==> src/rtl/fdr_pkg.sv <==
// Shared types for the FIFO threshold DMA request block.
package fdr_pkg;
    // Direction of the threshold comparison.
    typedef enum logic {
        CMP_ABOVE = 1'b0,   // request while level exceeds threshold
        CMP_BELOW = 1'b1    // request while level is under threshold
    } cmp_mode_e;
endpackage

==> src/rtl/fdr_fifo.sv <==
// Synchronous FIFO with an occupancy counter and sticky overflow and underflow flags.
// Assumes DEPTH is a power of two, so the pointers wrap naturally.
// A push into a full FIFO or a pop from an empty FIFO is dropped and flagged.
// The head entry is shown combinationally (show-ahead).
module fdr_fifo #(
    parameter int DW    = 8,
    parameter int DEPTH = 32,
    localparam int AW   = $clog2(DEPTH),
    localparam int LW   = AW + 1
) (
    input  logic          clk,
    input  logic          rst_n,
    input  logic          push,
    input  logic [DW-1:0] push_data,
    input  logic          pop,
    output logic [DW-1:0] head,
    output logic [LW-1:0] level,
    output logic          ovf,
    output logic          unf
);
    logic [DW-1:0] mem [DEPTH];
    logic [AW-1:0] wp, rp;
    logic          full, empty, push_ok, pop_ok;

    // Decode occupancy state and the accepted operations.
    always_comb begin
        full    = (level == LW'(DEPTH));
        empty   = (level == '0);
        push_ok = push && !full;
        pop_ok  = pop && !empty;
    end

    // Storage write; the data array needs no reset.
    always_ff @(posedge clk) begin
        if (push_ok) mem[wp] <= push_data;
    end

    // Pointer, level and sticky flag update.
    always_ff @(posedge clk) begin
        if (!rst_n) begin
            wp    <= '0;
            rp    <= '0;
            level <= '0;
            ovf   <= 1'b0;
            unf   <= 1'b0;
        end else begin
            if (push_ok) wp <= wp + AW'(1);
            if (pop_ok)  rp <= rp + AW'(1);
            if (push_ok && !pop_ok)      level <= level + LW'(1);
            else if (!push_ok && pop_ok) level <= level - LW'(1);
            if (push && full)  ovf <= 1'b1;
            if (pop && empty)  unf <= 1'b1;
        end
    end

    assign head = mem[rp];

    AST_LEVEL_BOUND: assert property (@(posedge clk) disable iff (!rst_n)
        level <= LW'(DEPTH));
    AST_FULL_DROP: assert property (@(posedge clk) disable iff (!rst_n)
        (push && full && !pop) |=> (level == LW'(DEPTH)));
    AST_EMPTY_HOLD: assert property (@(posedge clk) disable iff (!rst_n)
        (pop && empty && !push) |=> (level == '0));
    AST_OVF_STICKY: assert property (@(posedge clk) disable iff (!rst_n)
        ovf |=> ovf);
    AST_UNF_STICKY: assert property (@(posedge clk) disable iff (!rst_n)
        unf |=> unf);
endmodule

==> src/rtl/fdr_thr_cmp.sv <==
// Threshold comparator that turns a FIFO level into a DMA request.
// MODE picks the sense of the comparison: above for receive, below for transmit.
// The output is purely combinational, so it tracks the level register directly.
module fdr_thr_cmp
    import fdr_pkg::*;
#(
    parameter int        LW   = 6,
    parameter int        TW   = 5,
    parameter cmp_mode_e MODE = CMP_ABOVE
) (
    input  logic [LW-1:0] level,
    input  logic [TW-1:0] thr,
    output logic          req
);
    generate
        if (MODE == CMP_ABOVE) begin : g_above
            // Request while occupancy exceeds the threshold.
            always_comb req = (level > LW'(thr));
        end else begin : g_below
            // Request while occupancy is under the threshold.
            always_comb req = (level < LW'(thr));
        end
    endgenerate
endmodule

==> src/rtl/fdr_dma_req.sv <==
// FIFO threshold DMA request block: receive and transmit FIFOs, a threshold request per
// direction, and FIFO access through either a chip-selected bus cycle or a fly-by
// acknowledge strobe. Assumes at most one consumer and one producer per FIFO per cycle.
// A bus access and an enabled strobe in the same cycle act as a single access.
module fdr_dma_req
    import fdr_pkg::*;
#(
    parameter int DW    = 8,
    parameter int DEPTH = 32,
    parameter int TW    = 5,
    localparam int LW   = $clog2(DEPTH) + 1
) (
    input  logic          clk,
    input  logic          rst_n,
    input  logic          rx_push,
    input  logic [DW-1:0] rx_push_data,
    input  logic          tx_pop,
    output logic [DW-1:0] tx_pop_data,
    input  logic          bus_cs,
    input  logic          bus_rd,
    input  logic          bus_wr,
    input  logic [DW-1:0] bus_wdata,
    output logic [DW-1:0] bus_rdata,
    input  logic          rx_ack,
    input  logic          tx_ack,
    input  logic          rx_ack_en,
    input  logic          tx_ack_en,
    input  logic [TW-1:0] rx_thr,
    input  logic [TW-1:0] tx_thr,
    output logic          rx_req,
    output logic          tx_req,
    output logic [LW-1:0] rx_level,
    output logic [LW-1:0] tx_level,
    output logic          rx_ovf,
    output logic          rx_unf,
    output logic          tx_ovf,
    output logic          tx_unf
);
    logic rx_take, tx_give;

    // Merge the bus cycle and the gated fly-by strobe into one access per FIFO.
    always_comb begin
        rx_take = (bus_cs && bus_rd) || (rx_ack && rx_ack_en);
        tx_give = (bus_cs && bus_wr) || (tx_ack && tx_ack_en);
    end

    fdr_fifo #(.DW(DW), .DEPTH(DEPTH)) u_rx_fifo (
        .clk(clk), .rst_n(rst_n),
        .push(rx_push), .push_data(rx_push_data),
        .pop(rx_take), .head(bus_rdata),
        .level(rx_level), .ovf(rx_ovf), .unf(rx_unf)
    );

    fdr_fifo #(.DW(DW), .DEPTH(DEPTH)) u_tx_fifo (
        .clk(clk), .rst_n(rst_n),
        .push(tx_give), .push_data(bus_wdata),
        .pop(tx_pop), .head(tx_pop_data),
        .level(tx_level), .ovf(tx_ovf), .unf(tx_unf)
    );

    fdr_thr_cmp #(.LW(LW), .TW(TW), .MODE(CMP_ABOVE)) u_rx_cmp (
        .level(rx_level), .thr(rx_thr), .req(rx_req)
    );

    fdr_thr_cmp #(.LW(LW), .TW(TW), .MODE(CMP_BELOW)) u_tx_cmp (
        .level(tx_level), .thr(tx_thr), .req(tx_req)
    );

    AST_RX_REQ_CAUSE: assert property (@(posedge clk) disable iff (!rst_n)
        $rose(rx_req) |-> (rx_level != $past(rx_level) || rx_thr != $past(rx_thr)));
    AST_TX_REQ_CAUSE: assert property (@(posedge clk) disable iff (!rst_n)
        $rose(tx_req) |-> (tx_level != $past(tx_level) || tx_thr != $past(tx_thr)));
    AST_RX_ACK_GATED: assert property (@(posedge clk) disable iff (!rst_n)
        (rx_ack && !rx_ack_en && !bus_cs && !rx_push) |=> $stable(rx_level));
    AST_TX_ACK_GATED: assert property (@(posedge clk) disable iff (!rst_n)
        (tx_ack && !tx_ack_en && !bus_cs && !tx_pop) |=> $stable(tx_level));
    AST_NO_CS_IGNORED: assert property (@(posedge clk) disable iff (!rst_n)
        (bus_rd && !bus_cs && !rx_ack && !rx_push) |=> $stable(rx_level));
endmodule

==> config.mk <==
export PLATFORM = sky130hd
export DESIGN_NAME = fdr_dma_req
export DESIGN_NICKNAME = d
export VERILOG_FILES = /design/src/rtl/fdr_pkg.sv /design/src/rtl/fdr_fifo.sv /design/src/rtl/fdr_thr_cmp.sv /design/src/rtl/fdr_dma_req.sv
export SDC_FILE = /design/constraint.sdc
export NUM_CORES = 1
export LEC_CHECK = 0
export ABC_AREA = 0
export BUFFER_PORTS_ARGS = -buffer_cell sky130_fd_sc_hd__buf_2
export CAP_MARGIN = 20
export CORE_ASPECT_RATIO = 1.1
export CORE_MARGIN = 2
export CORE_UTILIZATION = 40
export CTS_CLUSTER_SIZE = 10
export DETAILED_ROUTE_END_ITERATION = 6
export HOLD_SLACK_MARGIN = 0.03
export PLACE_DENSITY = 0.52
export SLEW_MARGIN = 20
export SYNTH_ARGS = -nofsm -noshare
export SYNTH_HDL_FRONTEND = slang
export SYNTH_SLANG_ARGS = --single-unit
export TNS_END_PERCENT = 5
==> constraint.sdc <==
create_clock -name clk -period 3.8 [get_ports clk]
set_clock_uncertainty 0.15 [all_clocks]
set_input_delay 0.19 -clock clk [delete_from_list [all_inputs] [get_ports clk]]
set_output_delay 0.19 -clock clk [all_outputs]
set_load 0.05 [all_outputs]
After elaboration in Yosys (flattened, before gate mapping)
Memories as Yosys holds them, arrays and structs flattened. A register that Yosys moved wholly into a read port is not among the register bits.
Index checks and enable logic that the tools add are counted.
Operators by class
  add/subtract/negate cells: 8
  magnitude comparators: 2
  equality and inequality tests: 2
  multiplexer cells: 12
  reduce and logical (&&, ||, !) cells: 30
Operator list (count)
  2-to-1 mux 6 bit: 4
  adder 5 x 1 -> 5 bit (second input constant): 4
  2-to-1 mux 5 bit: 4
  logical AND 1 bit: 16
  adder 6 x 1 -> 6 bit (second input constant): 2
  == test 6 bit (second input constant): 2
  logical NOT 6 bit: 2
  subtractor 6 x 1 -> 6 bit (second input constant): 2
  logical NOT 1 bit: 8
  > comparator 6 x 5 -> 1 bit: 1
  less-than comparator 6 x 5 -> 1 bit: 1
  2-to-1 mux 1 bit: 4
  nonzero test 2 bit: 2
  logical OR 1 bit: 2
Word-level totals
  bits in registers: 36
  bits in writable memories: 512
  input port bits: 37
  output and inout bits: 34
  memories kept: 2
Memory list
  u_rx_fifo.mem: depth 32, width 8, read ports 1, clocked after memory_dff 1, wr ports 1, RTL line fdr_fifo.sv:21  | logic [DW-1:0] mem [DEPTH];
  u_tx_fifo.mem: depth 32, width 8, read ports 1, clocked after memory_dff 1, wr ports 1, RTL line fdr_fifo.sv:21

Logic depth before layout (Yosys ltp)
Gate-level depths: netlist of run 1.
  depth after elaboration: 7
  depth in mapped cells: 11
  mapped depth without buffers: 11

By module
Synthesis of run 1 repeated with hierarchy kept, for this count alone.
Unflattened totals
  cells, all modules: 1294
  area total of the unflattened synthesis: 22527.9 um^2
Modules (own cells, without submodules)
  fdr_fifo: instances 2, cells each 631, area an instance 11136.9 um^2
  fdr_thr_cmp at u_rx_cmp: instances 1, cells each 16, area an instance 127.6 um^2
  fdr_thr_cmp at u_tx_cmp: instances 1, cells each 14, area an instance 108.9 um^2
  fdr_dma_req: instances 1, cells each 2, area an instance 17.5 um^2

Least setup slack after synthesis of run 1
Ideal clock, no wire load.
  kind: register to register
  start: register u_tx_fifo.level[1]
  end: register u_tx_fifo.level[5]
  setup time: 0.115 ns
  arrival: 2.947 ns
  required time: 3.535 ns
  path slack: 0.588 ns
  stages on the path, launching flop included: 11
  buffers on the path: 0
  clock period less this slack: 3.212 ns
  path through: dfxtp_1 or4_4 o31ai_4 ha_1 inv_1 ha_1 o21ai_0 or3_1 nand4_1 xor2_1 and2_1
On the way
  word-level cells in the longest chain between the ends: 6
Ends and longest elaborated chain
  from (decl): RTL line fdr_fifo.sv:17  | output logic [LW-1:0] level,
  from (signal assigned): RTL line fdr_fifo.sv:49  | if (push_ok && !pop_ok) level <= level + LW'(1);
  from (signal assigned): RTL line fdr_fifo.sv:50  | else if (!push_ok && pop_ok) level <= level - LW'(1);
  branches (longest 6 deep; another with subtractor 6 x 1 -> 6 bit)
Several ways; the timed one is not identified. The select of a mux whose other input is x is not followed.
A chain may end at the register's enable or synchronous reset.

==> out/results.ini, run 1 <==
[sta]
rsz0062_at_grt=false
hold_viol=0
tns_ns=0
min_period_ns=3.556
finalCritPeriodShare=0.9358
max_freq_mhz=281.2
setup_viol=0
tightest_slew_ns=1.013
slew_violations=0
slew_headroom=0.3231
hold_ws_ns=0.01851

[cts]
cts_setup_buffers=0
clkSlewWorstSetupHoldPaths_ns=0.05
clk_latency_ns=0.59
cts_tree=yes
ctsResizeCount=0
cts_hold_buffers=22
cts_sinks=558
numCtsBuffers=67
htreeDepth=3
clk_path_buf_depth=3
cts_root_buf=clkbuf_16

[logic_synthesis]
synth_top_area_cell=edfxtp_1
synth_edf_count=512
synth_fp_nets=1362
ys_ff_latch=558
dominantRegCellSynth=edfxtp_1
synthCells=1294
synth_area_um2=22370
ys.warnings.count=0
synth-async-reset-ratio=0
synth.top_cell.area_share=0.6872
synth_area_per_cell_um2=17.29
synth.distinct_cells=51
yosysSeqAreaShare=0.7283
synth_area_leaders=edfxtp_1 69%, mux4_2 6.4%, mux2i_1 5.1%

[global_route]
grt_pass1_wl_um=73130
antenna_found_initial=0
grt_max_degree=52
grt-ovfl-total=0
grt.total_usage=0.1686
grt_pass1_vias=12020

[placed_design]
place_inst=2078
port_buffers=70
gp_congestion=0.7648
dp_hpwl_um=29940

[routing]
wl_um=47800
viasPerCell=5.168
drt-wirelength-per-cell_um=21.65
firstDrtPassIters=5
vias=11410
drt-initial-drc-count=612
drc=0
ant_nets=0

[layout]
final_cell_mix=512 x edfxtp_1, 115 x mux2i_1, 73 x nor2_1, 70 x buf_2, 68 x clkbuf_16
layout_commonest_cell=edfxtp_1
final_nets=1501
fin_cells=2208
syn2layout_area_growth_pct=15.37
diodes=0
multiInputGateArea_um2=5698
seq_area_um2=16310
drive_above_1_share=0.1814
fillers=4682

[power_and_ir_drop]
power.density_nw_per_um2=613.5
ir_worst_vdd_mv=0.5299
p_leak_nw=8.166

[critical_path]
start_kind=register
arrival_ns=3.22
cp-end-kind=output port
crit_type=reg2out
critPathRequiredTime_ns=3.46
cp_max_fo=51

[min_path]
hold_class=in2reg

[die]
boundaryPins=71
rows=90
core_region_area_um2=55070
die_area_um2=57850
die_h_um=252.1
start_util=0.4063
die_w_um=229.5

[job]
cap_violations=0

[status]
status=completed

## sequential cells by signal, indices dropped and copies added, names as in the netlist, named ones only
signal	cells
u_rx_fifo.unf	1
u_tx_fifo.level	6
u_rx_fifo.level	6
u_tx_fifo.wp	5
u_rx_fifo.rp	5
u_tx_fifo.rp	5
u_rx_fifo.wp	5
u_tx_fifo.ovf	1
u_tx_fifo.unf	1
u_tx_fifo.mem	256
u_rx_fifo.mem	256
u_rx_fifo.ovf	1
## final cells by class
type | count | area share
flip-flops and latches | 558 | 0.6317
multi-input cells | 647 | 0.2207
clock buffers | 99 | 0.07043
well taps | 736 | 0.03568
repair buffers | 132 | 0.03422
inverters | 27 | 0.003926
clock inverters | 9 | 0.003296
## logic make-up (layout without fill, tap and decap cells)
family,count (synthesis),in the layout,share of synthesized area
AOI/OAI and AO/OA,177,177,0.05782
xor gates and xnor gates,23,23,0.009004
adders and majority gates,31,31,0.01801
buffers and inverters,89,267,0.01700
DFF,558,558,0.7283
muxes,179,179,0.1159
and+or+nand+nor,237,237,0.05396
## final timing paths
| kind | from | end | slack, ns | cells past startpoint |
|---|---|---|---|---|
| setup / recovery | register | bus_rdata[6] | 0.24 | 6 |
| hold reg to reg | u_tx_fifo.ovf | u_tx_fifo.ovf | 0.32 | 1 |
| setup reg to reg | u_tx_fifo.level[1] | u_tx_fifo.level[5] | 0.52 | 10 |
| hold / removal | rst_n | u_tx_fifo.wp[4] | 0.02 | 2 |
## report_power, final
part | switching [W] | internal (W)
logic | 0.00199 | 0.00109
clock network | 0.00236 | 0.00331
registers | 0.000204 | 0.00689
## Yosys cell counts (9+ instances only)
cell type and count:
a21oi_1 22, edfxtp_1 512, inv_1 27, nand3_1 27
buf_2 31, xor2_1 9, nor2b_1 28, xnor2_1 14
mux4_2 64, a211oi_1 20, o21ai_0 12, a2111oi_0 16
a22oi_1 50, nand2_1 39, ha_1 29, buf_1 9
a22o_1 16, a31oi_1 17, mux2i_1 115, dfxtp_1 46
clkbuf_1 20, and2_1 23, nor2_1 73
## per-stage QoR
| step | power, W | util | worst slack (ns) | instance area (um2) |
|---|---|---|---|---|
| after floorplan | 0.009444 | - | 0.5880 | 22370 |
| after global placement | 0.01028 | 0.4302 | 0.5957 | 23690 |
| after detailed placement | 0.01032 | 0.4302 | 0.5542 | 23690 |
| after CTS | 0.01606 | 0.4688 | 0.2182 | 25810 |
| after global routing | 0.01655 | 0.4688 | 0.02133 | 25810 |
| final | 0.01584 | 0.4688 | 0.2440 | 25810 |
## metal layers
metal | GRT usage | vias to the layer above | wire (um)
met4 | 0.06790 | 0 | 1367
met1 | 0.2041 | 5741 | 19710
li1 | - | 5398 | -
met5 | 0 | - | 0
met2 | 0.3002 | 196 | 25030
met3 | 0.02724 | 75 | 1690
## worst max-delay path, stage by stage, from the launching register on
cell and delay (ns):
dfxtp_4 0.85, mux2i_1 0.18, a22o_1 0.28, a2111oi_0 0.57
a31oi_1 0.26, nand3_1 0.17, buf_2 0.27
No activity file was read; power rests on OpenSTA's default activity.
==> run 2: changes to the inputs <==
--- a/config.mk
+++ b/config.mk
@@ -8,13 +8,15 @@
 export ABC_AREA = 0
 export BUFFER_PORTS_ARGS = -buffer_cell sky130_fd_sc_hd__buf_2
 export CAP_MARGIN = 20
+export CELL_PAD_IN_SITES_DETAIL_PLACEMENT = 0
+export CELL_PAD_IN_SITES_GLOBAL_PLACEMENT = 1
 export CORE_ASPECT_RATIO = 1.1
 export CORE_MARGIN = 2
 export CORE_UTILIZATION = 40
 export CTS_CLUSTER_SIZE = 10
 export DETAILED_ROUTE_END_ITERATION = 6
 export HOLD_SLACK_MARGIN = 0.03
-export PLACE_DENSITY = 0.52
+export PLACE_DENSITY = 0.59
 export SLEW_MARGIN = 20
 export SYNTH_ARGS = -nofsm -noshare
 export SYNTH_HDL_FRONTEND = slang
==> out/results.ini, run 2 (synthesis results as in run 1) <==
[placed_design]
dp_hpwl_um=30190
place_inst=2081
placed_area_um2=23700
port_buffers=70
gp_congestion=0.7743

[layout]
syn2layout_area_growth_pct=15.50
final_cell_mix=512 x edfxtp_1, 115 x mux2i_1, 73 x nor2_1, 70 x buf_2, 69 x clkbuf_16
largestRegisters=u_rx_fifo.mem (256), u_tx_fifo.mem (256)
drive_above_1_share=0.1849
fin_cells=2202
final_nets=1506
layout_commonest_cell=edfxtp_1
diodes=0
stdcell_area_um2=25840

[sta]
slew_headroom=0.3015
min_period_ns=3.556
hold_viol=0
tightest_slew_ns=1.044
rsz0062_at_grt=false
setup_viol=0
slew_violations=0
max_freq_mhz=281.2
finalCritPeriodShare=0.9357
tns_ns=0

[cts]
clkSlewWorstSetupHoldPaths_ns=0.05
numCtsBuffers=67
cts_sinks=558
cts_root_buf=clkbuf_16
cts_tree=yes
clk_path_buf_depth=3
clk_latency_ns=0.58
htreeDepth=3

[routing]
vias=11510
met3WireLength_um=1811
wl_um=48360
drt-initial-drc-count=695
met2_length_um=25220
viasPerCell=5.227
ant_nets=0
firstDrtPassIters=5
drc=0
met1Wirelength_um=19910
drt-wirelength-per-cell_um=21.96
highest_layer=met4

[job]
cap_violations=0

[critical_path]
cp_max_fo=38
critPathRequiredTime_ns=3.46
start_kind=register
rrSetupSlack_ns=0.58
crit_type=reg2out
cp-end-kind=output port
arrival_ns=3.22
rr_startpoint=u_tx_fifo.level[1]

[global_route]
grt_pass1_vias=11980
grt.total_usage=0.1700
grt_max_degree=40
grt-ovfl-total=0
antenna_found_initial=0
grt_pass1_wl_um=73110

[die]
rows=90
die_h_um=252.1
boundaryPins=71
core_region_area_um2=55070
die_area_um2=57850
die_w_um=229.5
start_util=0.4063

[status]
status=completed

[power_and_ir_drop]
p_total_w=0.01579
ir_worst_vdd_mv=0.4905
power.density_nw_per_um2=611.2
p_leak_nw=8.199

[min_path]
hold_class=in2reg
min_from=rx_push_data[6]

run 2: cell types whose count changed in the layout (fill, tap and decap cells not counted):
| cell | change |
|---|---|
| nor3b_2 | +1 |
| clkinv_1 | +1 |
| inv_16 | -1 |
| clkbuf_8 | +1 |
| dlygate4sd3_1 | +2 |
| inv_6 | -4 |
| buf_6 | +1 |
| clkinv_8 | +3 |
| clkbuf_1 | -12 |
| buf_12 | -1 |
| clkbuf_16 | +1 |
| buf_4 | +3 |
| nor3b_1 | -1 |
run 2: worst max-delay path: stages, from the launching register on:
cell and delay [ns]:
dfxtp_4 0.77, buf_4 0.32, a211oi_1 0.09, a2111oi_0 0.69
a31oi_1 0.25, nand3_1 0.19, buf_2 0.28
run 2: where the power goes:
part / leakage (nW) / internal (W) / total, W / switching [W]
sequential: 4.99 / 0.00689 / 0.00708 / 0.000186
clock: 0.918 / 0.00331 / 0.00562 / 0.00231
combinational: 2.29 / 0.00110 / 0.00309 / 0.00199
total: 8.20 / 0.0113 / 0.0158 / 0.00449
run 2: metal layers:
layer	vias up	global-route usage
met1	5825	0.2086
met2	204	0.3006
met3	79	0.02656
li1	5401	-
met4	0	0.06790
met5	-	0
run 2: what timing repair did:
item / CTS / global route
setup buffers: 0 / 0
hold buffers: 24 / 0
resized for setup: 0 / 1
endpoints found under the hold margin: 413 / 0
setup endpoints to repair: 0 / 1
run 2: area by class of cell:
class	count	area [um2]
Tap cell	736	920.9
Sequential cell	558	16310
Multi-Input combinational cell	647	5703
Fill cell	4697	29220
Inverter	27	101.3
Timing Repair Buffer	137	917.1
Clock inverter	8	82.58
Clock buffer	89	1812
run 2: final timing paths:
| kind | endpoint | cells past startpoint |
|---|---|---|
| max reg2reg | u_tx_fifo.level[5] | 10 |
| max | bus_rdata[6] | 6 |
| min | u_rx_fifo.mem[11][6] | 1 |
| min reg2reg | u_tx_fifo.unf | 2 |
run 2: through the flow:
step	setup slack [ns]	util	hold slack (ns)
5_1_grt	0.1031	0.4693	0.09050
4_1_cts	0.1202	0.4691	0.03490
3_5_place_dp	0.5549	0.4304	0.3039
2_1_floorplan	0.5880	-	0.1389
3_3_place_gp	0.5624	0.4304	0.2981
6_report	0.2443	0.4693	0.05188
==> run 3: changes to the inputs <==
--- a/config.mk
+++ b/config.mk
@@ -12,11 +12,11 @@
 export CELL_PAD_IN_SITES_GLOBAL_PLACEMENT = 1
 export CORE_ASPECT_RATIO = 1.1
 export CORE_MARGIN = 2
-export CORE_UTILIZATION = 40
+export CORE_UTILIZATION = 45
 export CTS_CLUSTER_SIZE = 10
 export DETAILED_ROUTE_END_ITERATION = 6
 export HOLD_SLACK_MARGIN = 0.03
-export PLACE_DENSITY = 0.59
+export PLACE_DENSITY = 0.65
 export SLEW_MARGIN = 20
 export SYNTH_ARGS = -nofsm -noshare
 export SYNTH_HDL_FRONTEND = slang
==> out/results.ini, run 3 (synthesis results as in run 1) <==
[status]
status=completed

[critical_path]
critPathRequiredTime_ns=3.46
cp-end-kind=output port
crit_type=reg2out
cp_max_fo=52
start_kind=register
arrival_ns=3.38

[layout]
drive_above_1_share=0.1734
utilization=0.5226
largestRegisters=u_rx_fifo.mem (256), u_tx_fifo.mem (256)
layout_commonest_cell=edfxtp_1
final_cell_mix=512 x edfxtp_1, 115 x mux2i_1, 73 x nor2_1, 70 x buf_2, 69 x clkbuf_16
diodes=0
final_nets=1489
syn2layout_area_growth_pct=14.53

[cts]
cts_tree=yes
cts_root_buf=clkbuf_16
clk_latency_ns=0.59
clk_path_buf_depth=3
htreeDepth=3
clkSlewWorstSetupHoldPaths_ns=0.05
cts_sinks=558
numCtsBuffers=67

[placed_design]
gp_congestion=0.8183
port_buffers=70
dp_hpwl_um=29500

[die]
rows=85
die_h_um=237.9
core_region_area_um2=49030
die_area_um2=51520
boundaryPins=71
start_util=0.4563
die_w_um=216.6

[power_and_ir_drop]
clkPwrFrac=0.360
cell_internal_pwr_w=0.01137
switchingPower_w=0.004493
ir_worst_vdd_mv=0.5452
p_leak_nw=8.108
power.density_nw_per_um2=619.0
swShare=0.2833
p_comb_frac=0.192
seq_power_share=0.447

[job]
cap_violations=0

[sta]
max_freq_mhz=268.8
hold_viol=0
slew_headroom=0.3356
tightest_slew_ns=0.9944
tns_ns=0
setup_viol=0
rsz0062_at_grt=false
finalCritPeriodShare=0.9789
min_period_ns=3.720
slew_violations=0

[routing]
ant_nets=0
drt-wirelength-per-cell_um=22.23
vias=11500
wl_um=46790
firstDrtPassIters=6
drt-initial-drc-count=838
drc=0
viasPerCell=5.465

[global_route]
grt-ovfl-total=0
grt_pass1_wl_um=71600
grt_max_degree=53
grt_pass1_vias=11930
antenna_found_initial=0
grt.total_usage=0.1859

[min_path]
hold_class=in2reg

-- run 3: final cells by class --
type                    instances  area (um2)
clock inverters                 9       101.3
clock buffers                  92        1813
repair buffers                120       788.3
fillers                      4016       23400
multi-input cells             647        5699
flip-flops and latches        558       16310
well taps                     652       815.8
inverters                      27       101.3
-- run 3: power groups by stage --
stage	clock [W]	sequential, W	combinational (W)
after global routing	0.00612	0.00712	0.00332
after CTS	0.00586	0.00710	0.00310
after floorplan	0	0.00736	0.00208
final	0.00571	0.00710	0.00305
after global placement	0	0.00722	0.00303
after detailed placement	0	0.00723	0.00306
-- run 3: final timing paths --
| path | slack (ns) | start | endpoint | depth (start not counted) |
|---|---|---|---|---|
| setup / recovery | 0.08 | register | bus_rdata[1] | 6 |
| hold / removal | 0.24 | bus_cs | register | 5 |
| setup reg to reg | 0.51 | u_tx_fifo.level[1] | u_tx_fifo.level[5] | 10 |
| hold reg to reg | 0.35 | u_tx_fifo.unf | u_tx_fifo.unf | 2 |
-- run 3: stage by stage --
stage	area (um2)	hold WS (ns)	std cells	setup WS, ns	total power [W]
floorplan	22370	0.1389	1294	0.5880	0.009444
global placement	23460	0.3017	1979	0.5980	0.01025
detailed placement	23460	0.3058	1979	0.5118	0.01029
CTS	25620	0.2616	2105	0.06239	0.01606
global route	25620	0.3354	2105	0.02002	0.01657
finish	25620	0.2440	2105	0.08007	0.01586
-- run 3: what timing repair did --
action,CTS,global route
resized for setup,0,1
endpoints found under the hold margin,394,0
setup buffers,0,0
endpoints found under the setup margin,0,1
hold buffers,25,0
-- run 3: worst max-delay path, cell delays in order (launching register included) --
cell and delay, ns:
dfxtp_4 0.84, mux2i_1 0.16, a22o_1 0.27, a2111oi_0 0.75, a31oi_1 0.25, nand3_1 0.20
buf_2 0.28
-- run 3: metal layers --
layer  vias up  GRT usage  wire length (um)
li1       5379          -                 -
met1      5829     0.2244             19190
met2       217     0.3329             24600
met3        79    0.03161              1662
met4         0    0.07202              1334
met5         -          0                 0
